File: src/rtl/etu_pkg.sv
package etu_pkg;
  typedef enum logic {
    RX_WAIT,
    RX_BITS
  } rx_state_e;

  typedef enum logic [2:0] {
    TX_IDLE,
    TX_DELAY,
    TX_PRE,
    TX_CHAR,
    TX_GUARD
  } tx_state_e;
endpackage

File: src/rtl/etu_rx.sv
module etu_rx
  import etu_pkg::*;
#(
  parameter int ETU_TICKS   = 128,
  parameter int DATA_W      = 8,
  parameter int MAX_GAP_ETU = 6
) (
  input  logic              clk_i,
  input  logic              rst_ni,
  input  logic              tick_i,
  input  logic              line_i,
  output logic [DATA_W-1:0] data_o,
  output logic              valid_o,
  output logic              err_o,
  output logic              done_o
);
  localparam int NBITS     = DATA_W + 2;
  localparam int HALF      = ETU_TICKS / 2;
  localparam int PW        = $clog2(ETU_TICKS);
  localparam int IW        = $clog2(NBITS);
  localparam int GAP_LIMIT = HALF + MAX_GAP_ETU * ETU_TICKS;
  localparam int GW        = $clog2(GAP_LIMIT + 1);

  localparam logic [PW-1:0] PH_MID  = PW'(HALF);
  localparam logic [PW-1:0] PH_LAST = PW'(ETU_TICKS - 1);
  localparam logic [IW-1:0] IDX_STOP = IW'(NBITS - 1);
  localparam logic [GW-1:0] GAP_END = GW'(GAP_LIMIT);

  rx_state_e         state_q;
  logic [PW-1:0]     ph_q;
  logic [IW-1:0]     idx_q;
  logic [DATA_W-1:0] shreg_q;
  logic [GW-1:0]     gap_q;
  logic              line_q;
  logic              in_frame_q;
  logic              fall;

  assign fall = line_q & ~line_i;

  always_ff @(posedge clk_i or negedge rst_ni) begin
    if (!rst_ni) begin
      state_q    <= RX_WAIT;
      ph_q       <= '0;
      idx_q      <= '0;
      shreg_q    <= '0;
      gap_q      <= '0;
      line_q     <= 1'b1;
      in_frame_q <= 1'b0;
      data_o     <= '0;
      valid_o    <= 1'b0;
      err_o      <= 1'b0;
      done_o     <= 1'b0;
    end else begin
      valid_o <= 1'b0;
      err_o   <= 1'b0;
      done_o  <= 1'b0;
      if (tick_i) begin
        line_q <= line_i;
        unique case (state_q)
          RX_WAIT: begin
            if (fall) begin
              // realign on every start edge
              state_q <= RX_BITS;
              ph_q    <= PW'(1);
              idx_q   <= '0;
              gap_q   <= '0;
            end else if (in_frame_q) begin
              if (gap_q == GAP_END) begin
                done_o     <= 1'b1;
                in_frame_q <= 1'b0;
                gap_q      <= '0;
              end else begin
                gap_q <= gap_q + 1'b1;
              end
            end
          end
          RX_BITS: begin
            ph_q <= (ph_q == PH_LAST) ? '0 : ph_q + 1'b1;
            if (ph_q == PH_MID) begin
              if (idx_q == '0) begin
                if (line_i) state_q <= RX_WAIT;  // false start
                else        idx_q   <= IW'(1);
              end else if (idx_q == IDX_STOP) begin
                state_q    <= RX_WAIT;
                in_frame_q <= 1'b1;
                gap_q      <= '0;
                if (line_i) begin
                  data_o  <= shreg_q;
                  valid_o <= 1'b1;
                end else begin
                  err_o <= 1'b1;
                end
              end else begin
                shreg_q <= {line_i, shreg_q[DATA_W-1:1]};
                idx_q   <= idx_q + 1'b1;
              end
            end
          end
          default: state_q <= RX_WAIT;
        endcase
      end
    end
  end

  p_strobe_excl_r5: assert property (@(posedge clk_i) disable iff (!rst_ni)
    !(valid_o && err_o));

  p_valid_pulse_r2: assert property (@(posedge clk_i) disable iff (!rst_ni)
    valid_o |=> !valid_o);

  p_done_alone_r6: assert property (@(posedge clk_i) disable iff (!rst_ni)
    done_o |-> !valid_o && !err_o);

  p_no_tick_quiet_r1: assert property (@(posedge clk_i) disable iff (!rst_ni)
    !tick_i |=> !valid_o && !err_o && !done_o);
endmodule

File: src/rtl/etu_tx.sv
module etu_tx
  import etu_pkg::*;
#(
  parameter int ETU_TICKS = 128,
  parameter int DATA_W    = 8,
  parameter int DELAY_ETU = 8,
  parameter int PRE_ETU   = 10,
  parameter int GUARD_ETU = 2
) (
  input  logic              clk_i,
  input  logic              rst_ni,
  input  logic              tick_i,
  input  logic [DATA_W-1:0] data_i,
  input  logic              valid_i,
  output logic              ready_o,
  output logic              line_o,
  output logic              en_o,
  output logic              done_o
);
  localparam int NBITS   = DATA_W + 2;
  localparam int DELAY_T = DELAY_ETU * ETU_TICKS;
  localparam int PRE_T   = PRE_ETU * ETU_TICKS;
  localparam int GUARD_T = GUARD_ETU * ETU_TICKS;
  localparam int MAX_A   = (DELAY_T > PRE_T) ? DELAY_T : PRE_T;
  localparam int MAX_B   = (GUARD_T > ETU_TICKS) ? GUARD_T : ETU_TICKS;
  localparam int MAXT    = (MAX_A > MAX_B) ? MAX_A : MAX_B;
  localparam int CW      = $clog2(MAXT + 1);
  localparam int IW      = $clog2(NBITS);

  localparam logic [CW-1:0] DELAY_END = CW'(DELAY_T - 1);
  localparam logic [CW-1:0] PRE_END   = CW'(PRE_T - 1);
  localparam logic [CW-1:0] GUARD_END = CW'(GUARD_T - 1);
  localparam logic [CW-1:0] BIT_END   = CW'(ETU_TICKS - 1);
  localparam logic [IW-1:0] IDX_STOP  = IW'(NBITS - 1);

  tx_state_e        state_q;
  logic [CW-1:0]    cnt_q;
  logic [IW-1:0]    idx_q;
  logic [NBITS-1:0] shreg_q;
  logic             guard_end;

  assign guard_end = (state_q == TX_GUARD) && tick_i && (cnt_q == GUARD_END);
  assign ready_o   = (state_q == TX_IDLE) || guard_end;
  assign line_o    = (state_q == TX_CHAR) ? shreg_q[0] : 1'b1;
  assign en_o      = (state_q == TX_PRE) || (state_q == TX_CHAR) || (state_q == TX_GUARD);

  always_ff @(posedge clk_i or negedge rst_ni) begin
    if (!rst_ni) begin
      state_q <= TX_IDLE;
      cnt_q   <= '0;
      idx_q   <= '0;
      shreg_q <= '1;
      done_o  <= 1'b0;
    end else begin
      done_o <= 1'b0;
      unique case (state_q)
        TX_IDLE: begin
          if (valid_i) begin
            shreg_q <= {1'b1, data_i, 1'b0};
            cnt_q   <= '0;
            state_q <= TX_DELAY;
          end
        end
        TX_DELAY: begin
          if (tick_i) begin
            if (cnt_q == DELAY_END) begin
              cnt_q   <= '0;
              state_q <= TX_PRE;
            end else cnt_q <= cnt_q + 1'b1;
          end
        end
        TX_PRE: begin
          if (tick_i) begin
            if (cnt_q == PRE_END) begin
              cnt_q   <= '0;
              idx_q   <= '0;
              state_q <= TX_CHAR;
            end else cnt_q <= cnt_q + 1'b1;
          end
        end
        TX_CHAR: begin
          if (tick_i) begin
            if (cnt_q == BIT_END) begin
              cnt_q   <= '0;
              shreg_q <= {1'b1, shreg_q[NBITS-1:1]};
              if (idx_q == IDX_STOP) state_q <= TX_GUARD;
              else                   idx_q   <= idx_q + 1'b1;
            end else cnt_q <= cnt_q + 1'b1;
          end
        end
        TX_GUARD: begin
          if (tick_i) begin
            if (cnt_q == GUARD_END) begin
              cnt_q <= '0;
              if (valid_i) begin
                shreg_q <= {1'b1, data_i, 1'b0};
                idx_q   <= '0;
                state_q <= TX_CHAR;
              end else begin
                done_o  <= 1'b1;
                state_q <= TX_IDLE;
              end
            end else cnt_q <= cnt_q + 1'b1;
          end
        end
        default: state_q <= TX_IDLE;
      endcase
    end
  end

  p_accept_silent_r7: assert property (@(posedge clk_i) disable iff (!rst_ni)
    (valid_i && ready_o && !en_o) |=> !en_o && !ready_o && line_o);

  p_done_idle_r11: assert property (@(posedge clk_i) disable iff (!rst_ni)
    done_o |-> !en_o && ready_o);

  p_stall_hold_r1: assert property (@(posedge clk_i) disable iff (!rst_ni)
    (!tick_i && en_o) |=> $stable(line_o) && $stable(en_o));

  p_preamble_high_r8: assert property (@(posedge clk_i) disable iff (!rst_ni)
    $rose(en_o) |-> line_o && !ready_o);
endmodule

File: src/rtl/etu_char_link.sv
module etu_char_link #(
  parameter int ETU_TICKS   = 128,
  parameter int DATA_W      = 8,
  parameter int MAX_GAP_ETU = 6,
  parameter int DELAY_ETU   = 8,
  parameter int PRE_ETU     = 10,
  parameter int GUARD_ETU   = 2
) (
  input  logic              clk_i,
  input  logic              rst_ni,
  input  logic              tick_i,
  input  logic              rx_line_i,
  output logic [DATA_W-1:0] rx_data_o,
  output logic              rx_valid_o,
  output logic              rx_err_o,
  output logic              rx_done_o,
  input  logic [DATA_W-1:0] tx_data_i,
  input  logic              tx_valid_i,
  output logic              tx_ready_o,
  output logic              tx_line_o,
  output logic              tx_en_o,
  output logic              tx_done_o
);
  etu_rx #(
    .ETU_TICKS  (ETU_TICKS),
    .DATA_W     (DATA_W),
    .MAX_GAP_ETU(MAX_GAP_ETU)
  ) u_rx (
    .clk_i  (clk_i),
    .rst_ni (rst_ni),
    .tick_i (tick_i),
    .line_i (rx_line_i),
    .data_o (rx_data_o),
    .valid_o(rx_valid_o),
    .err_o  (rx_err_o),
    .done_o (rx_done_o)
  );

  etu_tx #(
    .ETU_TICKS(ETU_TICKS),
    .DATA_W   (DATA_W),
    .DELAY_ETU(DELAY_ETU),
    .PRE_ETU  (PRE_ETU),
    .GUARD_ETU(GUARD_ETU)
  ) u_tx (
    .clk_i  (clk_i),
    .rst_ni (rst_ni),
    .tick_i (tick_i),
    .data_i (tx_data_i),
    .valid_i(tx_valid_i),
    .ready_o(tx_ready_o),
    .line_o (tx_line_o),
    .en_o   (tx_en_o),
    .done_o (tx_done_o)
  );
endmodule

File: config.mk
export PLATFORM = sky130hd
export DESIGN_NAME = etu_char_link
export DESIGN_NICKNAME = d
export VERILOG_FILES = /design/src/rtl/etu_pkg.sv /design/src/rtl/etu_rx.sv /design/src/rtl/etu_tx.sv /design/src/rtl/etu_char_link.sv
export SDC_FILE = /design/constraint.sdc
export NUM_CORES = 1
export LEC_CHECK = 0
export ABC_CLOCK_PERIOD_IN_PS = 2600
export CORE_ASPECT_RATIO = 1.4
export CORE_MARGIN = 5
export CORE_UTILIZATION = 40
export CTS_CLUSTER_SIZE = 30
export DETAILED_ROUTE_END_ITERATION = 10
export MAX_ROUTING_LAYER = met4
export PLACE_DENSITY_LB_ADDON = 0.2
export SLEW_MARGIN = 20
export SYNTH_ARGS = -nofsm -noshare
export SYNTH_HDL_FRONTEND = slang
export SYNTH_SLANG_ARGS = --single-unit
File: constraint.sdc
create_clock -name clk_i -period 2.6 [get_ports clk_i]
set_input_delay 0.78 -clock clk_i [delete_from_list [all_inputs] [get_ports clk_i]]
set_output_delay 0.78 -clock clk_i [all_outputs]
set_load 0.005 [all_outputs]
==> metrics.txt, run 1 <==
Root Driver clkbuf_16; die height about 130 um; Worst Hold Class primary input to asynchronous set/reset pin; worst relative slew slack 60.59%; Critical Path Fanout Max 3; DRT Pass-1 Iters 4; Worst VDD drop slightly below 600 uV; CP Launch Type flip-flop; pin count of the biggest net entering global routing 31; Rows 42; gr ovfl total 0; detailed-route DRC error count 0; Synth Area in Compound Gates 17.51%; dpl cells around 560; die width a little over 90 um; Ports 28; Via density roughly 5.5; CTS H-tree lvls 3; Post-Synth Simple-Gate Area a little over a fifth; XOR/XNOR share of the synthesized area 0.4590%; Post-synth EDFFs 0; multiplexer share of the synthesized area about 6.9%; n_diodes 0; final worst path period share between 90% and 100%; status complete, no violations; critical path class flip-flop to output pin; DIE AREA approximately 12000 um^2; most frequent cells in the layout 58 x dfrtp_1, 56 x nand2_1, 38 x buf_4; final setup fails 0; Pleak about 2.2 nW; global-route wire length before repair 14190 um; Yosys reg bits 71; async set-reset flop share out of synthesis 100.0%; adder-cell share of the synthesized area roughly 3.3%; Max Cap Viol 0; 1st-iter DRT viols 94; top_reg_cell synth dfrtp_1; Fmax 0.3964 GHz; Max Root-Sink Buffers 2; Power per Cell Area ~700 nW/um^2; Synth top area share about two fifths; nets@finish 484; top post-synthesis cells by area dfrtp_1 40%, dfstp_2 6.9%, nand2_1 5.5%; synthesized area approximately 3800 um^2; Slowest Stage Delay on Critical Path between 400 and 500 ps; synth warn 0; synthesis-to-finish area growth 26.69%; Data required, critical path 1820 ps; Slowest-stage cell, CP dfrtp_1; most common cell after layout, fill and taps aside dfrtp_1; Final Hold Viols 0; sequential area share after synthesis between 40% and 50%; CP cell instances ha_4 -> nand4_2 -> or2_4 -> nor2_2 -> nand2_1 -> a21oi_2 -> clkdlybuf4s15_2; Layout Cells excl Fill 576; total power between 3 and 4 mW; core area between 9000 and 10000 um^2; Worst Path Arrival 1740 ps; slew of the pin with the lowest slew margin just under 600 ps; minimum clock period ~2500 ps; kind of cell adding the most delay to the critical path simple AND/OR/NAND/NOR gates; Initial Util around two fifths; DP HPWL roughly 6000 um; syn avg cell area 9.517 um^2; global placement routability congestion 0.8645; max-slew violations 0; Routed Antenna Nets 0; syn_nets ~420; gr usage total between 15 and 20%; post-synth cell types 58; total wire length between 8000 and 9000 um; number of global-route vias before repair 3172; initial antenna violation count 0; wire length per cell ~14 um; CTS tree built; Buf/Inv on CP 1; Final Skew 5.589 ps; TritonCTS Buffers 9; Worst-path clk slew ~50 ps; I/O Buffers 27; largest family of logic cells by synthesized area simple AND/OR/NAND/NOR gates; share of cells above drive strength 1 ~20%; Post-Syn Instances 401; CP Capture Type output pin; top cell type by total area after synthesis dfrtp_1; CTS sink count between 70 and 80; Worst-Skew Late Latency 330 ps; via count 3142
==> cell usage after synthesis, types with 2 or more instances <==
cell type,instances
mux2_1,9
ha_1,10
nand4_1,3
buf_6,2
nand2_1,56
nor3_1,6
o31ai_1,7
and3b_1,4
o21ai_1,19
mux2i_1,6
o21a_1,3
a32o_1,2
clkbuf_1,11
o2bb2ai_1,2
xor2_1,2
and3_1,10
a22o_1,10
dfrtp_1,61
nand2b_1,5
inv_1,17
a31oi_1,11
nor2_1,29
nor3b_1,3
nor2b_1,4
mux2_2,9
nor4_1,5
buf_2,2
or3_1,2
a21oi_1,16
o21ai_0,14
nand3_1,22
dfstp_2,10
a21o_1,4
==> flip-flops by register name, indices dropped and copies added, names as in the netlist <==
name and count:
u_rx.line_q 1, u_tx.shreg_q 9, u_rx.state_q 1, u_rx.gap_q 10
u_rx.valid_o 1, u_rx.shreg_q 8, u_rx.data_o 8, u_rx.err_o 1
u_rx.ph_q 7, u_rx.idx_q 4, u_tx.state_q 3, u_tx.idx_q 4
u_tx.done_o 1, u_rx.in_frame_q 1, u_tx.cnt_q 11, u_rx.done_o 1
==> routing by layer <==
layer	vias up	wire (um)	track usage, %
met5	-	0	-
met4	0	152	7.612
met3	13	257	3.786
met2	46	4142	24.83
met1	1524	3788	18.30
li1	1559	-	-
==> cells by family (layout without fill, tap and decap cells) <==
logic type | after synthesis | after routing
xor+xnor | 2 | 2
compound gates | 99 | 99
simple gates | 161 | 161
buf+inv | 34 | 99
mux | 24 | 24
fa+ha+maj | 10 | 10
flops | 71 | 71
==> repair_timing <==
| action | in CTS | in global routing |
|---|---|---|
| gates resized for setup | 6 | 7 |
| endpoints found under the setup margin | 1 | 3 |
| buffers inserted | 1 | 3 |
| hold buffers | 0 | 0 |
| pin swaps | 2 | 3 |
==> through the flow <==
step | util (%) | setup slack (ps) | hold WS [ps] | instance area, um^2 | TNS, ps
CTS | 50.97 | 1.478 | 458.5 | 4795 | 0
finish | 51.40 | 77.30 | 448.3 | 4835 | 0
global route | 51.40 | -11.00 | 493.4 | 4835 | -11.00
floorplan | - | 221.1 | 452.6 | 3816 | 0
global placement | 46.87 | -162.6 | 470.9 | 4409 | -162.6
detailed placement | 46.87 | -152.1 | 469.0 | 4409 | -152.1
==> where the power goes <==
part / leakage, nW / switching, mW / total (mW) / internal (mW)
clock: 0.173 / 0.466 / 1.50 / 1.03
combinational: 1.12 / 0.258 / 0.533 / 0.275
sequential: 0.883 / 0.141 / 1.37 / 1.23
==> final timing paths <==
kind	slack (ps)	from	cells after the start	end
max in group asynchronous	1530	rst_ni	2	u_tx.shreg_q[5]
hold reg to reg	480	u_tx.shreg_q[1]	2	u_tx.shreg_q[0]
min in group clk_i	480	u_tx.shreg_q[1]	2	u_tx.shreg_q[0]
hold / removal	450	rst_ni	1	u_rx.valid_o
setup reg to reg	270	u_tx.cnt_q[1]	8	u_tx.cnt_q[10]
setup / recovery	80	u_tx.cnt_q[1]	7	tx_ready_o
==> final cells by class <==
type,instances,area [um^2]
Timing Repair Buffer,66,574.3
Multi-Input combinational cell,296,1904
Sequential cell,71,1793
Fill cell,890,4572
Clock inverter,6,132.6
Clock buffer,10,229.0
Tap cell,110,137.6
Inverter,17,63.81
No activity file was read; power rests on OpenSTA's default activity.
==> run 2, diff against run 1 <==
ABC_CLOCK_PERIOD_IN_PS = unset   (was 2600)
==> results of run 2 <==
Same layout as run 1: the final DEF is identical, and so are final timing and power.
